--- src/rtl/grev_pkg.sv ---
package grev_pkg;

  localparam int unsigned MASK_W = 64;

  localparam logic [6:0] OPC_ARITH   = 7'b0110011;
  localparam logic [6:0] OPC_ARITH_I = 7'b0010011;
  localparam logic [6:0] OPC_WORD    = 7'b0111011;
  localparam logic [6:0] OPC_WORD_I  = 7'b0011011;
  localparam logic [6:0] F7_GREV     = 7'b0110100;
  localparam logic [5:0] F6_GREV     = 6'b011010;
  localparam logic [2:0] F3_GREV     = 3'b101;

  typedef enum logic [2:0] {
    FORM_NONE,
    FORM_FULL_REG,
    FORM_FULL_IMM,
    FORM_WORD_REG,
    FORM_WORD_IMM,
    FORM_BAD_IMM
  } grev_form_e;

  // Mask that selects the lower group of each pair of 2^s-bit groups.
  function automatic logic [MASK_W-1:0] lane_mask(int unsigned s);
    logic [MASK_W-1:0] m;
    for (int unsigned b = 0; b < MASK_W; b++) begin
      m[b] = (((b >> s) & 1) == 0);
    end
    return m;
  endfunction

endpackage

--- src/rtl/grev_decode.sv ---
module grev_decode
  import grev_pkg::*;
#(
  parameter int XW  = 64,
  parameter int WW  = 32,
  parameter int NS  = $clog2(XW),
  parameter int NSW = $clog2(WW)
) (
  input  logic            in_valid,
  input  logic [31:0]     instr,
  input  logic [NS-1:0]   ctrl_reg,
  output grev_form_e      form,
  output logic [3:0]      form_hits,
  output logic            hit,
  output logic            illegal,
  output logic            word,
  output logic [NS-1:0]   ctrl
);

  logic       f3_ok;
  logic       f7_ok;
  logic       f6_ok;
  logic [5:0] shamt;
  logic       shamt_wide;
  logic       m_full_reg;
  logic       m_full_imm;
  logic       m_word_reg;
  logic       m_word_imm;
  logic       unused_fields;

  assign f3_ok = (instr[14:12] == F3_GREV);
  assign f7_ok = (instr[31:25] == F7_GREV);
  assign f6_ok = (instr[31:26] == F6_GREV);
  assign shamt = instr[25:20];
  assign shamt_wide = (int'(shamt) >= WW);

  assign m_full_reg = f7_ok && f3_ok && (instr[6:0] == OPC_ARITH);
  assign m_full_imm = f6_ok && f3_ok && (instr[6:0] == OPC_ARITH_I);
  assign m_word_reg = f7_ok && f3_ok && (instr[6:0] == OPC_WORD);
  assign m_word_imm = f6_ok && f3_ok && (instr[6:0] == OPC_WORD_I);

  assign form_hits = {m_word_imm, m_word_reg, m_full_imm, m_full_reg};
  assign unused_fields = ^{instr[19:15], instr[11:7]};

  always_comb begin
    form = FORM_NONE;
    if (in_valid) begin
      unique case (1'b1)
        m_full_reg: form = FORM_FULL_REG;
        m_full_imm: form = FORM_FULL_IMM;
        m_word_reg: form = FORM_WORD_REG;
        m_word_imm: form = shamt_wide ? FORM_BAD_IMM : FORM_WORD_IMM;
        default:    form = FORM_NONE;
      endcase
    end
  end

  always_comb begin
    ctrl = '0;
    unique case (form)
      FORM_FULL_REG: ctrl = ctrl_reg;
      FORM_FULL_IMM: ctrl = shamt[NS-1:0];
      FORM_WORD_REG: ctrl = NS'(ctrl_reg[NSW-1:0]);
      FORM_WORD_IMM: ctrl = NS'(shamt[NSW-1:0]);
      default:       ctrl = '0;
    endcase
  end

  assign hit     = (form == FORM_FULL_REG) || (form == FORM_FULL_IMM) ||
                   (form == FORM_WORD_REG) || (form == FORM_WORD_IMM);
  assign illegal = (form == FORM_BAD_IMM);
  assign word    = (form == FORM_WORD_REG) || (form == FORM_WORD_IMM);

endmodule

--- src/rtl/grev_network.sv ---
module grev_network #(
  parameter int W  = 64,
  parameter int NS = $clog2(W)
) (
  input  logic [W-1:0]  din,
  input  logic [NS-1:0] ctrl,
  output logic [W-1:0]  dout
);

  function automatic logic [W-1:0] butterfly(logic [W-1:0] x, logic [W-1:0] m,
                                             int unsigned sh);
    return ((x & m) << sh) | ((x & ~m) >> sh);
  endfunction

  logic [W-1:0] lvl [NS+1];

  assign lvl[0] = din;

  for (genvar s = 0; s < NS; s++) begin : g_stage
    localparam logic [W-1:0] LANE = W'(grev_pkg::lane_mask(s));
    localparam int unsigned  DIST = 1 << s;
    assign lvl[s+1] = ctrl[s] ? butterfly(lvl[s], LANE, DIST) : lvl[s];
  end

  assign dout = lvl[NS];

endmodule

--- src/rtl/grev_outreg.sv ---
module grev_outreg #(
  parameter int XW      = 64,
  parameter bit OUT_REG = 1'b1
) (
  input  logic          clk,
  input  logic          rst_n,
  input  logic          d_valid,
  input  logic          d_illegal,
  input  logic          d_word,
  input  logic [XW-1:0] d_result,
  output logic          q_valid,
  output logic          q_illegal,
  output logic          q_word,
  output logic [XW-1:0] q_result
);

  if (OUT_REG) begin : g_reg
    always_ff @(posedge clk) begin
      if (!rst_n) begin
        q_valid   <= 1'b0;
        q_illegal <= 1'b0;
        q_word    <= 1'b0;
        q_result  <= '0;
      end else begin
        q_valid   <= d_valid;
        q_illegal <= d_illegal;
        q_word    <= d_word;
        q_result  <= d_result;
      end
    end
  end else begin : g_pass
    assign q_valid   = d_valid;
    assign q_illegal = d_illegal;
    assign q_word    = d_word;
    assign q_result  = d_result;
  end

endmodule

--- src/rtl/grev_unit.sv ---
module grev_unit
  import grev_pkg::*;
#(
  parameter int XW      = 64,
  parameter int WW      = 32,
  parameter bit OUT_REG = 1'b1
) (
  input  logic          clk,
  input  logic          rst_n,
  input  logic          in_valid,
  input  logic [31:0]   instr,
  input  logic [XW-1:0] src_a,
  input  logic [XW-1:0] src_b,
  output logic          out_valid,
  output logic          out_illegal,
  output logic [XW-1:0] out_result
);

  localparam int NS  = $clog2(XW);
  localparam int NSW = $clog2(WW);

  grev_form_e    dec_form;
  logic [3:0]    dec_hits;
  logic          dec_hit;
  logic          dec_illegal;
  logic          dec_word;
  logic [NS-1:0] dec_ctrl;
  logic [XW-1:0] net_in;
  logic [XW-1:0] net_out;
  logic [XW-1:0] fin_result;
  logic [XW-1:0] gated_result;
  logic          q_word;
  logic          unused_b;

  assign unused_b = ^src_b[XW-1:NS];

  grev_decode #(.XW(XW), .WW(WW), .NS(NS), .NSW(NSW)) u_dec (
    .in_valid  (in_valid),
    .instr     (instr),
    .ctrl_reg  (src_b[NS-1:0]),
    .form      (dec_form),
    .form_hits (dec_hits),
    .hit       (dec_hit),
    .illegal   (dec_illegal),
    .word      (dec_word),
    .ctrl      (dec_ctrl)
  );

  // Word forms see only the low half of the operand.
  assign net_in = dec_word ? {{(XW-WW){1'b0}}, src_a[WW-1:0]} : src_a;

  grev_network #(.W(XW), .NS(NS)) u_net (
    .din  (net_in),
    .ctrl (dec_ctrl),
    .dout (net_out)
  );

  assign fin_result   = dec_word ? {{(XW-WW){net_out[WW-1]}}, net_out[WW-1:0]} : net_out;
  assign gated_result = dec_hit ? fin_result : '0;

  grev_outreg #(.XW(XW), .OUT_REG(OUT_REG)) u_out (
    .clk       (clk),
    .rst_n     (rst_n),
    .d_valid   (dec_hit),
    .d_illegal (dec_illegal),
    .d_word    (dec_word),
    .d_result  (gated_result),
    .q_valid   (out_valid),
    .q_illegal (out_illegal),
    .q_word    (q_word),
    .q_result  (out_result)
  );

endmodule

--- config.mk ---
export PLATFORM = sky130hd
export DESIGN_NAME = grev_unit
export DESIGN_NICKNAME = d
export VERILOG_FILES = /design/src/rtl/grev_pkg.sv /design/src/rtl/grev_decode.sv /design/src/rtl/grev_network.sv /design/src/rtl/grev_outreg.sv /design/src/rtl/grev_unit.sv
export SDC_FILE = /design/constraint.sdc
export NUM_CORES = 1
export LEC_CHECK = 0
export BUFFER_PORTS_ARGS = -buffer_cell sky130_fd_sc_hd__buf_4
export CAP_MARGIN = 20
export CELL_PAD_IN_SITES_DETAIL_PLACEMENT = 1
export CELL_PAD_IN_SITES_GLOBAL_PLACEMENT = 2
export CORE_MARGIN = 5
export CORE_UTILIZATION = 27
export CTS_BUF_LIST = sky130_fd_sc_hd__clkbuf_2 sky130_fd_sc_hd__clkbuf_4 sky130_fd_sc_hd__clkbuf_8
export CTS_CLUSTER_SIZE = 10
export DETAILED_ROUTE_END_ITERATION = 10
export PLACE_DENSITY_LB_ADDON = 0.1
export SLEW_MARGIN = 40
export SYNTH_ARGS = -nofsm -noshare
export SYNTH_HDL_FRONTEND = slang
export SYNTH_SLANG_ARGS = --single-unit
--- constraint.sdc ---
create_clock -name clk -period 2.6 [get_ports clk]
set_clock_uncertainty 0.1 [all_clocks]
set_input_delay 0.26 -clock clk [delete_from_list [all_inputs] [get_ports clk]]
set_output_delay 0.26 -clock clk [all_outputs]
set_load 0.05 [all_outputs]
==> impl_metrics.env <==
export IMPL_crit_family="compound AO/OA/AOI/OAI gates"
export IMPL_crit_fanout=6
export IMPL_crit_cells=15
export IMPL_dp_slack_ns=-0.692
export IMPL_layout_min_cycle_time_ns=2.84
export IMPL_rows=61
export IMPL_hold_end="u_out.q_illegal$_SDFF_PN0_"
export IMPL_first_pass_iters=5
export IMPL_drc=0
export IMPL_drt_iter0_drc=808
export IMPL_routed_top_layer="met4"
export IMPL_synth_edf_count=0
export IMPL_final_nets=1531
export IMPL_antenna_found_initial=0
export IMPL_start_kind="input port"
export IMPL_cpMostUsedCell="buf_6"
export IMPL_routed_wl_met3_um=1740
export IMPL_worstPathRequired_ns=2.73
export IMPL_initial_core_util_pct=27.3
export IMPL_hold_viol=0
export IMPL_dieWidth_um=177
export IMPL_drt_total_wl_um=44700
export IMPL_status="finished, violations left"
export IMPL_die_area_sq_um=31500
export IMPL_violations="setup timing"
export IMPL_p_per_area_nw_per_um2=218
export IMPL_cts_root_buffer="clkbuf_8"
export IMPL_clk_pin_slew_ns=0.07
export IMPL_grt_max_degree=38
export IMPL_cts_htree_levels=3
export IMPL_hp_start="rst_n"
export IMPL_postSynth_asyncResetShare_pct=0
export IMPL_synth_top_family_by_area="compound AO/OA/AOI/OAI gates"
export IMPL_fp_coreArea_sq_um=27700
export IMPL_synth_cell_types=74
export IMPL_synthSimpleGateAreaFrac_pct=19.4
export IMPL_cp_slowest_cell="nor4_4"
export IMPL_drt_met1_wl_um=19400
export IMPL_final_seq_area_sq_um=1320
export IMPL_syn_inst=991
export IMPL_clockBufferDepth=2
export IMPL_route_met2_wl_um=22200
export IMPL_vdd_drop_max_mv=0.178
export IMPL_finalCritPeriodShare_pct=109
export IMPL_io_buffers=160
export IMPL_slew_headroom_pct=67.3
export IMPL_path_buf_inv=6
export IMPL_dpl_hpwl_um=34200
export IMPL_ys_ff_latch=66
export IMPL_antenna_left=0
export IMPL_postCtsHoldBufs=0
export IMPL_ys_seq_area_share_pct=17.4
export IMPL_drv_slew=0
export IMPL_diodes=0
export IMPL_maxCapViolations=0
export IMPL_cts_sinks=66
export IMPL_grt_overflow_total=0
export IMPL_wl_per_cell_um=25.6
export IMPL_rsz0062_at_grt="true"
export IMPL_gp_congestion=0.919
export IMPL_synth_xor_xnor_area_share_pct=0
export IMPL_synth_main_ff_cell="dfxtp_1"
export IMPL_die_y_um=177
export IMPL_grt_pass1_vias=10800
export IMPL_worstSetupPathType="input port to flop"
export IMPL_grt_pass1_wl_um=65500
export IMPL_synthAdderAreaFrac_pct=0
export IMPL_synthesis_area_sq_um=7570
export IMPL_drive_above_1_share_pct=56.2
export IMPL_num_io_pins=229
export IMPL_worstPathArrival_ns=2.97
export IMPL_vias=10300
export IMPL_final_area_sq_um=13300
export IMPL_slowest_delay_ns=0.36
export IMPL_cts_tree="built"
export IMPL_final_fill_count=3228
export IMPL_synthToLayoutAreaGrowth_pct=75.9
export IMPL_p_total_mw=2.91
export IMPL_multiInputGateArea_sq_um=7370
export IMPL_vias_per_cell=5.87
export IMPL_worstPathCellList="buf_6, nand4b_1, nor4_4, buf_6, buf_12, buf_8, buf_6, o2111ai_4, o31ai_4, mux2i_2, a22o_1, o21a_4, buf_6, and2_4, a221o_1"
export IMPL_hp_class="input port to flop"
export IMPL_placed_area_sq_um=11100
export IMPL_holdPathStages=2
export IMPL_yosysWarningCount=0
export IMPL_synth_area_mux_share_pct=17.1
export IMPL_fin_ws_ns=-0.241
export IMPL_setup_viol=62
export IMPL_avgSynthCellArea_sq_um=7.64
export IMPL_crit_path_end_kind="flop"
export IMPL_fin_setup_tns_ns=-7.70
export IMPL_track_usage_pct=26.9
export IMPL_cts_buffers=9
export IMPL_synth_compound_gate_area_share_pct=39.5
export IMPL_worst_pin_slew_ns=0.490
export IMPL_syn_num_nets=1154
export IMPL_p_leak_nw=5.46
export IMPL_max_freq_ghz=0.352
-- stage by stage --
step           util, %  instances  hold slack [ns]
4_1_cts           44.7       1730            0.243
6_report          48.1       1749            0.260
3_5_place_dp      40.1       1686            0.612
2_1_floorplan        -        991            0.342
5_1_grt           48.1       1749            0.223
3_3_place_gp      40.1       1686            0.611
-- cell usage in the layout (no fill, tap or decap), types with 11 or more instances in the layout --
cell type / Yosys / routed
nor3_2: 4 / 17
o211ai_1: 30 / 30
mux2_4: 0 / 13
nand2_1: 57 / 44
a211oi_2: 3 / 31
nand3_1: 89 / 84
mux2i_4: 0 / 13
mux2i_2: 0 / 15
buf_6: 3 / 28
nor2_2: 5 / 16
nor3_1: 30 / 14
buf_4: 9 / 394
nor2_1: 36 / 23
buf_12: 1 / 25
a21oi_1: 77 / 47
a21oi_2: 0 / 25
o21ai_0: 79 / 49
a22o_1: 16 / 14
inv_1: 11 / 11
dfxtp_1: 66 / 66
a221oi_2: 0 / 12
mux2_2: 25 / 12
o21ai_1: 2 / 20
mux2i_1: 101 / 73
o21ai_2: 1 / 11
-- report_power, final --
group,switching [mW],total (mW),internal [mW]
Sequential,0.00000330,1.01,1.01
Clock,0.391,0.760,0.369
Combinational,0.624,1.14,0.515
-- worst max-delay path by stage --
stage,startpoint,to
final,instr[13],u_out.q_result[44]$_SDFF_PN0_
after global routing,instr[31],u_out.q_result[2]$_SDFF_PN0_
after CTS,instr[13],u_out.q_result[32]$_SDFF_PN0_
after detailed placement,instr[31],u_out.q_result[32]$_SDFF_PN0_
after global placement,instr[13],u_out.q_result[29]$_SDFF_PN0_
after floorplan,instr[31],u_out.q_result[62]$_SDFF_PN0_
-- Yosys cell counts, types with 4 or more instances --
| master | instances | share of area, % |
|---|---|---|
| buf_2 | 31 | 2.0 |
| o31ai_2 | 5 | 0.83 |
| mux2_2 | 25 | 3.7 |
| dfxtp_1 | 66 | 17 |
| nor3_2 | 4 | 0.53 |
| clkbuf_1 | 48 | 2.4 |
| o221ai_1 | 7 | 0.81 |
| a21boi_0 | 15 | 1.5 |
| inv_1 | 11 | 0.55 |
| a21o_1 | 11 | 1.1 |
| mux2i_1 | 101 | 13 |
| nor2_1 | 36 | 1.8 |
| nand3_1 | 89 | 5.9 |
| a22o_1 | 16 | 1.9 |
| a221o_1 | 7 | 0.93 |
| nor2_2 | 5 | 0.41 |
| a32oi_1 | 19 | 2.2 |
| a22oi_1 | 12 | 1.2 |
| o21a_1 | 8 | 0.79 |
| o211ai_1 | 30 | 3.0 |
| nand3b_1 | 4 | 0.40 |
| a221oi_1 | 21 | 2.4 |
| nand2b_1 | 4 | 0.33 |
| o21ai_0 | 79 | 5.2 |
| o22ai_1 | 4 | 0.33 |
| a211oi_1 | 39 | 3.9 |
| nand2_1 | 57 | 2.8 |
| a211o_1 | 10 | 1.2 |
| and2_1 | 6 | 0.50 |
| o2111ai_1 | 9 | 1.0 |
| buf_4 | 9 | 0.89 |
| a32o_1 | 11 | 1.5 |
| and3_1 | 11 | 0.91 |
| nor3_1 | 30 | 2.0 |
| or2_0 | 4 | 0.33 |
| o221a_2 | 7 | 1.0 |
| a21oi_1 | 77 | 5.1 |
-- layout make-up --
cell class                      count  share of cell area, %
Sequential cell                    66                   9.92
Clock inverter                      3                  0.132
Tap cell                          378                   3.55
Clock buffer                       11                   1.09
Multi-Input combinational cell    822                   55.3
Inverter                           11                  0.310
Timing Repair Buffer              458                   29.7
-- state kept, by name (all words and copies together) (netlist names) --
signal	flops
u_out.q_illegal	1
u_out.q_valid	1
u_out.q_result	64
-- cell families (layout without fill, tap and decap cells) --
family,after synthesis,after routing
AOI/OAI and AO/OA,417,417
and+or+nand+nor,278,279
DFF,66,66
muxes,126,126
buffers and inverters,104,483
-- layer usage --
layer	vias up	track usage, %
li1	4689	-
met1	5238	34.7
met2	285	46.2
met3	61	3.39
met4	0	9.02
met5	-	0
-- what timing repair did --
item	4_1_cts	5_1_grt
buffers inserted	28	18
pin swaps	29	60
resized for setup	182	169
cloned	4	2
endpoints found under the setup margin	64	64
Note: power is estimated with default switching activity, not from simulation.
